===== config.mk =====
export PLATFORM = sky130hd
export DESIGN_NAME = wdg_mode_ctrl
export DESIGN_NICKNAME = d
export VERILOG_FILES = /design/src/rtl/wdg_mode_ctrl.sv
export SDC_FILE = /design/constraint.sdc
export NUM_CORES = 1
export LEC_CHECK = 0
export BUFFER_PORTS_ARGS = -buffer_cell sky130_fd_sc_hd__buf_2
export CAP_MARGIN = 20
export CORE_MARGIN = 5
export CORE_UTILIZATION = 55
export CTS_CLUSTER_DIAMETER = 100
export DETAILED_ROUTE_END_ITERATION = 6
export PLACE_DENSITY = 0.78
export SETUP_SLACK_MARGIN = 0.2
export SLEW_MARGIN = 20
export SYNTH_ARGS = -nofsm -noshare
export SYNTH_HDL_FRONTEND = slang
export SYNTH_SLANG_ARGS = --single-unit

===== constraint.sdc =====
create_clock -name clk -period 4.7 [get_ports clk]
set_input_delay 0.235 -clock clk [delete_from_list [all_inputs] [get_ports clk]]
set_output_delay 0.235 -clock clk [all_outputs]
set_load 0.1 [all_outputs]

===== src/rtl/wdg_mode_ctrl.sv =====
module wdg_mode_ctrl #(
  parameter int NCH         = 4,
  parameter int TIMEOUT_CYC = 64,
  parameter int READY_DLY   = 12
) (
  input  logic           clk,
  input  logic           rst_n,
  input  logic           sup_ok,
  input  logic           vdd_fail,
  input  logic           vdd_fail_en,
  input  logic           wd_dis,
  input  logic           wake_in,
  input  logic           hw_rst_in,
  input  logic [NCH-1:0] ch_in,
  input  logic           spi_wr,
  input  logic           spi_wd_bit,
  input  logic           spi_wdin,
  input  logic           fault_sum,
  output logic [1:0]     mode,
  output logic           nm_status,
  output logic           reg_rst,
  output logic           flt_clr,
  output logic           ready
);

  localparam int CW = (TIMEOUT_CYC > 1) ? $clog2(TIMEOUT_CYC) : 1;
  localparam int RW = $clog2(READY_DLY + 1);
  localparam logic [CW-1:0] CNT_LAST = CW'(TIMEOUT_CYC - 1);
  localparam logic [RW-1:0] RDY_LAST = RW'(READY_DLY - 1);

  typedef enum logic [1:0] {M_SLEEP = 2'd0, M_NORM = 2'd1, M_FS = 2'd2, M_FAULT = 2'd3} mode_t;

  mode_t st, nxt, prev_st, nxt_prev;
  logic [NCH+1:0] pins, pins_q;
  logic [CW-1:0] cnt;
  logic [RW-1:0] rdy_cnt;
  logic armed, have_hist, hist_bit, fs_by_wd, rdy_run;
  logic enter_fs, back_norm, wake_up;

  assign pins = {hw_rst_in, wake_in, ch_in};

  wire arm_evt  = |(pins & ~pins_q);
  wire new_arm  = arm_evt && !armed;
  wire rst_rise = hw_rst_in && !pins_q[NCH+1];
  wire toggle   = spi_wr && armed && have_hist && (spi_wd_bit != hist_bit);
  wire to_hit   = armed && !wd_dis && (st == M_NORM) && (cnt == CNT_LAST) && !toggle;
  wire vfail    = vdd_fail && vdd_fail_en;
  wire exit_cmd = spi_wr && spi_wdin && !vdd_fail;

  always_comb begin
    nxt       = st;
    nxt_prev  = prev_st;
    enter_fs  = 1'b0;
    back_norm = 1'b0;
    wake_up   = 1'b0;
    case (st)
      M_SLEEP: if (rst_rise && sup_ok) begin
        nxt     = M_NORM;
        wake_up = 1'b1;
      end
      M_NORM: if (fault_sum) begin
        nxt      = M_FAULT;
        nxt_prev = M_NORM;
      end else if (to_hit || vfail) begin
        nxt      = M_FS;
        enter_fs = 1'b1;
      end
      M_FS: if (fault_sum) begin
        nxt      = M_FAULT;
        nxt_prev = M_FS;
      end else if ((fs_by_wd && wd_dis) || exit_cmd) begin
        nxt       = M_NORM;
        back_norm = 1'b1;
      end
      default: if (!fault_sum) nxt = prev_st;
    endcase
  end

  always_ff @(posedge clk or negedge rst_n) begin
    if (!rst_n) begin
      st        <= M_SLEEP;
      prev_st   <= M_NORM;
      pins_q    <= '0;
      reg_rst   <= 1'b0;
      flt_clr   <= 1'b0;
      fs_by_wd  <= 1'b0;
      armed     <= 1'b0;
      have_hist <= 1'b0;
      hist_bit  <= 1'b0;
      cnt       <= '0;
    end else begin
      st      <= nxt;
      prev_st <= nxt_prev;
      pins_q  <= pins;
      reg_rst <= wake_up || enter_fs;
      flt_clr <= enter_fs || back_norm;
      if (enter_fs) fs_by_wd <= to_hit;

      if (back_norm)    armed <= 1'b0;
      else if (arm_evt) armed <= 1'b1;

      if (new_arm || back_norm) begin
        have_hist <= 1'b0;
      end else if (spi_wr && armed && !have_hist) begin
        have_hist <= 1'b1;
        hist_bit  <= spi_wd_bit;
      end else if (toggle) begin
        hist_bit <= spi_wd_bit;
      end

      if (new_arm || back_norm || toggle)
        cnt <= '0;
      else if (armed && !wd_dis && st == M_NORM && cnt != CNT_LAST)
        cnt <= cnt + 1'b1;
    end
  end

  always_ff @(posedge clk or negedge rst_n) begin
    if (!rst_n) begin
      rdy_cnt <= '0;
      rdy_run <= 1'b0;
      ready   <= 1'b0;
    end else if (wake_up) begin
      rdy_cnt <= '0;
      rdy_run <= 1'b1;
    end else if (rdy_run && !ready) begin
      if (rdy_cnt == RDY_LAST) ready <= 1'b1;
      else rdy_cnt <= rdy_cnt + 1'b1;
    end
  end

  assign mode      = st;
  assign nm_status = (st == M_NORM);

  // an unserviced expiry in normal mode leads to fail-safe
  a_r6_timeout_to_fs: assert property (@(posedge clk) disable iff (!rst_n)
    (to_hit && !fault_sum) |=> (mode == M_FS));

  // with the strap set, normal mode cannot drop to fail-safe
  a_r7_strap_holds: assert property (@(posedge clk) disable iff (!rst_n)
    (mode == M_NORM && wd_dis && !fault_sum && !(vdd_fail && vdd_fail_en)) |=> (mode == M_NORM));

  // fail-safe is left only by a recovery write or the strap
  a_r9_fs_sticky: assert property (@(posedge clk) disable iff (!rst_n)
    (mode == M_FS && !fault_sum && !wd_dis && !(spi_wr && spi_wdin)) |=> (mode == M_FS));

  // fail-safe entry clears faults and registers; pulses are single cycle
  a_r10_fs_entry_pulses: assert property (@(posedge clk) disable iff (!rst_n)
    ($past(mode) == M_NORM && mode == M_FS) |-> (flt_clr && reg_rst));
  a_r10_rr_single: assert property (@(posedge clk) disable iff (!rst_n)
    reg_rst |=> !reg_rst);
  a_r10_fc_single: assert property (@(posedge clk) disable iff (!rst_n)
    flt_clr |=> !flt_clr);

  // fault summary overrides normal and fail-safe
  a_r12_fault_entry: assert property (@(posedge clk) disable iff (!rst_n)
    ((mode == M_NORM || mode == M_FS) && fault_sum) |=> (mode == M_FAULT));

endmodule


Word level (Yosys, flattened, before mapping)
Index checks and enable logic that the tools add are counted.

operators by class
  muxes and demuxes = 29
  add/sub/neg operators = 2
  shifts and indexed selects = 0
  div/mod/pow operators = 0
  order comparisons = 0
  reduce and logical (&&, ||, !) cells = 43
  bitwise logic cells = 4
  multipliers = 0
  equal/unequal tests = 13

operators with widths
  cell                   count
  $logic_and A1 B1 Y1    17
  $mux W2                8
  $mux W1                14
  $mux W4                3
  $mux W6                2
  $reduce_bool A2 Y1     6
  $ne A2 B2 Y1 const B   4
  $logic_not A1 Y1       7
  $add A6 B1 Y6 const B  1
  $and A6 B6 Y6          1
  $eq A6 B6 Y1 const B   1
  $logic_or A1 B1 Y1     6
  $ne A6 B6 Y1 const B   1
  $not A6 Y6             1
  $pmux W2 S3            1
  $reduce_and A3 Y1      2
  $reduce_or A6 Y1       1
  $add A4 B1 Y4 const B  1
  $eq A4 B4 Y1 const B   1
  $ne A4 B1 Y1 const B   1
  $pmux W2 S2            1
  $reduce_and A2 Y1      2
  $reduce_and A4 Y1      1
  $ne A3 B2 Y1 const B   1
  other kinds (6)        7

storage, ports and cells
  bits in read-only memories = 0
  word-level logic and storage cells = 104
  input port bits = 16
  bits in writable memories = 0
  memories = 0
  latch bits = 0
  register bits after elaboration = 28

Logic depth before layout (Yosys ltp)
Gate-level depths: netlist (run 1).

  depth in word-level cells = 10
  mapped depth = 5
  depth with buffers taken out = 5

Worst setup path before layout (run 1)
OpenSTA, ideal clock, no wires.

  path type = register to output
  start point = reg st[0] (netlist: mode[0])
  end point = out nm_status
  setup slack = 1969 ps
  stages on the path, launching flop included = 4
  required time = 4465 ps
  arrival = 2496 ps
  path through = dfrtp_1 > buf_6 > inv_1 > nor2_1

between the ends
  cells in the longest elaborated chain, start to end = 1

ends and longest elaborated chain
  element                 RTL line  source
  from (decl)             33        mode_t st, nxt, prev_st, nxt_prev;
  from (signal assigned)  92        st <= nxt;
  $eq A2 B1 Y1            133       assign nm_status = (st == M_NORM);
  to (decl)               20        output logic nm_status,

No other way between the ends.

Worst setup path after layout (run 1)
Ends and elaborated chain as after synthesis.

==> results.md, run 1 <==
* Global route overflow at 0
* Hold Crit Class: input pin to flip-flop
* Initial core utilization at between 50% and 60%
* Post-synth net total at about 150
* Pwr Density at between 400 and 500 mW/mm^2
* Asr flop ratio synth at 100%
* Gpl congestion at 0.899
* Detailed Routing Iterations Pass 1 at 4
* Clock Latency Late Sink at 330 ps
* Initial antenna violation count at 0
* TritonCTS clock tree: done
* Finish-stage setup viols at 0
* Grt met2 use at roughly 26%
* Clock skew at slightly above 6 ps
* First-pass GRT wire length at 4550 microns
* GR Util met3 at between 3 and 4%
* Placeable Area at about 0.0024 sq mm
* Unrepaired setup endpoints after global routing: false
* Total CTS buffers at 3
* Synthesis Warnings at 0
* Cells after synthesis at roughly 130
* Share of post-route cells with drive strength above 1 at around a fifth
* Worst setup SP type: flip-flop
* WL final at between 2000 and 3000 microns
* Num rows at 18
* Final Hold Viols at 0
* Largest net degree at the start of global routing at 29
* Max-cap violation count at 0
* Worst EP arrival at between 1500 and 2000 ps
* CTS resizes at 0
* Root buf cell: clkbuf_4
* Actual slew at the worst max-slew pin at 682 ps
* Area Growth Syn to Fin at 16.9%
* Post-CTS Setup Bufs at 0
* Critical Path Sink Type: output port
* Clock sinks at 28
* Crit Path Max Fanout at 11
* Post-CTS Hold Buffers at 1
* IO Count at 22
* Vias at ~1100
* Vias in the first global route at slightly above 1000
* Slew Limit Fails at 0
* Die width at between 50 and 60 microns
* Ant. Diodes at 0
* Critical path's top delay family: buffers and inverters
* Vias per inst at around 5.7
* Dominant synthesized flop cell: dfrtp_1
* Slowest Stage Delay on Critical Path at a little over 600 ps
* Req. time, crit path at about 4500 ps
* Sequential share of the synthesized area at roughly 52%
* Post-synth EDFFs at 0
* Final critical-path share of the clock period at slightly above 40%
* Syn Std Cell Area at about 0.0014 sq mm
* Crit path kind: flip-flop to output port
* Tot GR Track Use at roughly 17%
* Max-slew headroom at about 54%
* Htree depth at 1
* NumNets Final at between 150 and 200
* Post-route ant nets at 0
* Detail Placement HPWL at slightly below 2000 microns
* Port Buffer Count at 21
* Synth unique cells at just over 40
* Grt peak-use layer: met2
* Crit path cell chain: inv_1, nor2_1, buf_2
* Worst path slowest cell: dfrtp_1
* Detailed-route DRC error count at 0
* Initial DRC Count at 34
* Design Power at 760 uW
* Fill count at between 150 and 200
* Setup TNS at 0 ps
* Worst-path clk slew at ~150 ps
* Height of the die at between 50 and 60 microns
* Routing usage on met1 at between 20% and 30%
* Syn Area/Cell at 10.5 sq um
* Worst Path Buf+Inv at 2
* Max VDD drop at approximately 0.32 mV
* Clock buffer depth at 2
* Status: finished, final reports clean
* Leak Pwr at slightly above 0.7 nW
* Register bit total from synthesis at 28
* Crit path time final at roughly 1900 ps
* F_max at a little over 500 MHz
* Wire length per cell at about 14 microns
* Die area at about 0.0036 sq mm
synthesized netlist by cell type, drive strengths merged (3+ instances only):
cell type  instances  area share, %
dfrtp             27             50
nand2             12            3.3
inv               11            3.0
nor3               9            3.7
a21oi              8            2.9
nor2               8            2.2
nand3              6            2.2
o21ai              5            1.8
xnor2              4            2.6
xor2               3            1.9
placed cells by master, fill, tap and decap left out, types with 2 or more instances in the layout:
master / netlist / final
nor2_1: 8 / 8
ha_1: 2 / 2
nand2_1: 12 / 12
clkbuf_4: 0 / 3
nor3_1: 8 / 8
dlygate4sd3_1: 0 / 6
o21ai_0: 3 / 3
inv_1: 11 / 11
a31oi_1: 2 / 2
nand3b_1: 2 / 2
a22oi_1: 2 / 2
buf_2: 0 / 21
xor2_1: 3 / 3
nand3_1: 6 / 6
o21ai_1: 2 / 2
dfrtp_1: 27 / 27
a21oi_1: 8 / 8
xnor2_1: 4 / 4
mux2i_1: 2 / 2
nor2b_1: 2 / 2
power breakdown:
part	internal (mW)	switching [mW]	total, mW
Combinational	0.0842	0.178	0.262
Clock	0.0863	0.0695	0.156
Sequential	0.289	0.0524	0.342
per-layer routing:
metal | vias to the layer above | share of wire, %
met5 | - | 0
met4 | 0 | 2.3
met3 | 7 | 3.9
met2 | 21 | 50
met1 | 526 | 44
li1 | 510 | -
cells by family (layout without fill, tap and decap cells):
| group | count (synthesis) | after routing | share of synthesized area (%) |
|---|---|---|---|
| AOI/OAI and AO/OA | 28 | 28 | 15.4 |
| xor gates and xnor gates | 7 | 7 | 4.51 |
| adders and majority gates | 2 | 2 | 1.84 |
| buffers and inverters | 14 | 42 | 4.97 |
| DFF | 28 | 28 | 51.7 |
| muxes | 3 | 3 | 2.30 |
| and+or+nand+nor | 47 | 47 | 19.3 |
per-stage QoR:
step / worst slack (ps) / instance area, sq um / std cells / hold slack, ps / utilization, %
after floorplan: 1970 / 1360 / 129 / -60.6 / -
after global placement: 3100 / 1480 / 177 / 263 / 61.2
after detailed placement: 3010 / 1480 / 177 / 278 / 61.2
after CTS: 2790 / 1540 / 182 / 7.76 / 63.8
after global routing: 2670 / 1590 / 187 / -1.33 / 65.9
final: 2780 / 1590 / 187 / 19.7 / 65.9
sequential cells by signal, indices dropped and copies added (netlist names):
signal and flops:
cnt 6, pins_q 6, rdy_cnt 4, mode 2
prev_st 2, armed 1, flt_clr 1, fs_by_wd 1
have_hist 1, hist_bit 1, rdy_run 1, ready 1
reg_rst 1
worst register-to-register path: cells and delay by family, from the launching register on:
| family | cells | cell delay [ps] |
|---|---|---|
| buf+inv | 1 | 130 |
| compound gates | 1 | 480 |
| flops | 1 | 540 |
| simple gates | 1 | 130 |
| mux | 1 | 340 |
final timing paths:
path	slack, ps	startpoint	end	cells past startpoint
worst max-delay path	2780	mode[0]$_DFFE_PN0P_	nm_status	3
worst min-delay path	20	wake_in	pins_q[4]$_DFF_PN0_	1
worst max register to register	2980	mode[1]$_DFFE_PN0P_	hist_bit$_DFFE_PN0P_	4
worst min register to register	510	rdy_run$_DFFE_PN0P_	rdy_run$_DFFE_PN0P_	1
max in group asynchronous	3890	rst_n	cnt[2]$_DFFE_PN0P_	2
min in group asynchronous	430	rst_n	rdy_cnt[1]$_DFFE_PN0P_	2
area by class of cell:
type                            instances  area, sq um  share of cell area, %
Inverter                               11         41.3                   2.60
Clock buffer                            3         22.5                   1.42
Multi-Input combinational cell         87          589                   37.1
Clock inverter                          1         30.0                   1.89
Timing Repair Buffer                   27          165                   10.4
Sequential cell                        28          702                   44.2
Tap cell                               30         37.5                   2.36
Note: power is estimated with default switching activity, not from simulation.
==> inputs of run 2 (changes only) <==
--- a/config.mk
+++ b/config.mk
@@ -8,10 +8,10 @@
 export BUFFER_PORTS_ARGS = -buffer_cell sky130_fd_sc_hd__buf_2
 export CAP_MARGIN = 20
 export CORE_MARGIN = 5
-export CORE_UTILIZATION = 55
+export CORE_UTILIZATION = 54
 export CTS_CLUSTER_DIAMETER = 100
 export DETAILED_ROUTE_END_ITERATION = 6
-export PLACE_DENSITY = 0.78
+export PLACE_DENSITY = 0.77
 export SETUP_SLACK_MARGIN = 0.2
 export SLEW_MARGIN = 20
 export SYNTH_ARGS = -nofsm -noshare
==> constraint.sdc (replaced) <==
create_clock -name clk -period 1.9 [get_ports clk]
set_input_delay 0.095 -clock clk [delete_from_list [all_inputs] [get_ports clk]]
set_output_delay 0.095 -clock clk [all_outputs]
set_load 0.1 [all_outputs]
==> run 2 against run 1 <==
Compared with the run above:
- clock skew fell by 2.3 ps
- die area rose by 1.5%
- sequential share of layout area fell by 1.2 points
==> results.md, run 2 (synthesis results as in run 1) <==
* Status: finished, final reports clean
* Most frequent cells in the layout: dfrtp_1, buf_2, nand2_1, inv_1
* Setup TNS at 0 ps
* WL final at between 2000 and 3000 microns
* Clock buffer depth at 2
* Final critical-path share of the clock period at 84.3%
* Final Hold Viols at 0
* Leak Pwr at 0.745 nW
* Ant. Diodes at 0
* Placeable Area at approximately 0.0024 sq mm
* Vias per inst at about 5.5
* Vias in the first global route at around 1200
* F_max at between 600 and 700 MHz
* Finish-stage setup viols at 0
* TritonCTS clock tree: done
* Vias at approximately 1000
* Clock Latency Late Sink at ~330 ps
* Req. time, crit path at approximately 1800 ps
* Worst setup SP type: flip-flop
* Tot GR Track Use at ~18%
* Port Buffer Count at 21
* NumNets Final at 180
* Critical Path Sink Type: output port
* Initial DRC Count at 48
* Unrepaired setup endpoints after global routing: false
* Height of the die at 60.2 microns
* Die area at 0.00362 sq mm
* Detailed-route DRC error count at 0
* Wire length per cell at approximately 14 microns
* IO Count at 22
* Share of post-route cells with drive strength above 1 at approximately 25%
* Worst EP arrival at ~1500 ps
* Detailed Routing Iterations Pass 1 at 4
* Clock skew at 3.89 ps
* Root buf cell: clkbuf_4
* Total CTS buffers at 3
* Htree depth at 1
* Worst Hold Slack at slightly below 70 ps
* First-pass GRT wire length at between 4000 and 5000 microns
* Worst-path clk slew at roughly 150 ps
* Crit path time final at 1600 ps
* Max VDD drop at 0.872 mV
* Crit Path Max Fanout at 11
* Clock sinks at 28
* Post-route worst setup slack at a little under 300 ps
* Initial core utilization at between 50% and 60%
* Max-slew headroom at 58.9%
* Gpl congestion at between 0.8 and 0.9
* Slew Limit Fails at 0
* Post-route ant nets at 0
* Global route overflow at 0
* Crit path kind: flip-flop to output port
* Pwr Density at ~1200 mW/mm^2
* Initial antenna violation count at 0
* Actual slew at the worst max-slew pin at between 600 and 700 ps
* Largest net degree at the start of global routing at 29
* Top flop regs: cnt x6, pins_q x6, rdy_cnt x4
* Num rows at 18
* Most common cell after layout, fill and taps aside: dfrtp_1
* Detail Placement HPWL at ~2000 microns
* Max-cap violation count at 0
* Area Growth Syn to Fin at 21.5%
* Die width at roughly 60 microns
* Design Power at about 1.9 mW
* Hold Crit Class: input pin to flip-flop
* Pre-CTS WS at around 270 ps
## run 2: report_power, final
group	switching (mW)	internal (mW)
logic	0.440	0.222
registers	0.130	0.727
clock network	0.177	0.214
total	0.747	1.16
## run 2: final timing paths
check / startpoint / end / slack [ps] / cells after the start
worst max-delay path: mode[0]$_DFFE_PN0P_ / nm_status / 300 / 3
worst min-delay path: spi_wr / have_hist$_DFFE_PN0P_ / 70 / 3
worst max register to register: mode[0]$_DFFE_PN0P_ / cnt[5]$_DFFE_PN0P_ / 320 / 3
worst min register to register: ready$_DFFE_PN0P_ / ready$_DFFE_PN0P_ / 510 / 2
max in group asynchronous: rst_n / mode[1]$_DFFE_PN0P_ / 1160 / 2
min in group asynchronous: rst_n / rdy_cnt[2]$_DFFE_PN0P_ / 290 / 2
## run 2: per-layer routing
metal | part of all wire, % | wire length (microns) | GRT usage [%]
met5 | 0 | 0 | 0
met2 | 52 | 1410 | 30.7
met3 | 3.9 | 104 | 4.75
met4 | 1.7 | 46 | 11.7
met1 | 42 | 1140 | 19.0
## run 2: area by class of cell
type / instances / area (sq um)
clock buffers: 3 / 22.5
clock inverters: 1 / 30.0
fillers: 191 / 782
inverters: 11 / 41.3
multi-input cells: 87 / 609
flip-flops and latches: 28 / 709
well taps: 30 / 37.5
repair buffers: 31 / 200
## run 2: critical path, cell delays in order (launching register included)
cell and delay [ps]:
dfrtp_4 520, inv_1 140, nor2_4 90, buf_2 420
## run 2: what timing repair did
action,CTS,global route
resized for setup,0,1
buffers inserted,0,0
endpoints found under the setup margin,0,1
hold buffers,8,0
endpoints found under the hold margin,34,0
## run 2: through the flow
stage | std cells | instance area [sq um] | util [%]
after floorplan | 129 | 1380 | -
after global placement | 179 | 1510 | 62.2
after detailed placement | 179 | 1510 | 62.2
after CTS | 191 | 1650 | 67.7
after global routing | 191 | 1650 | 67.8
final | 191 | 1650 | 67.8
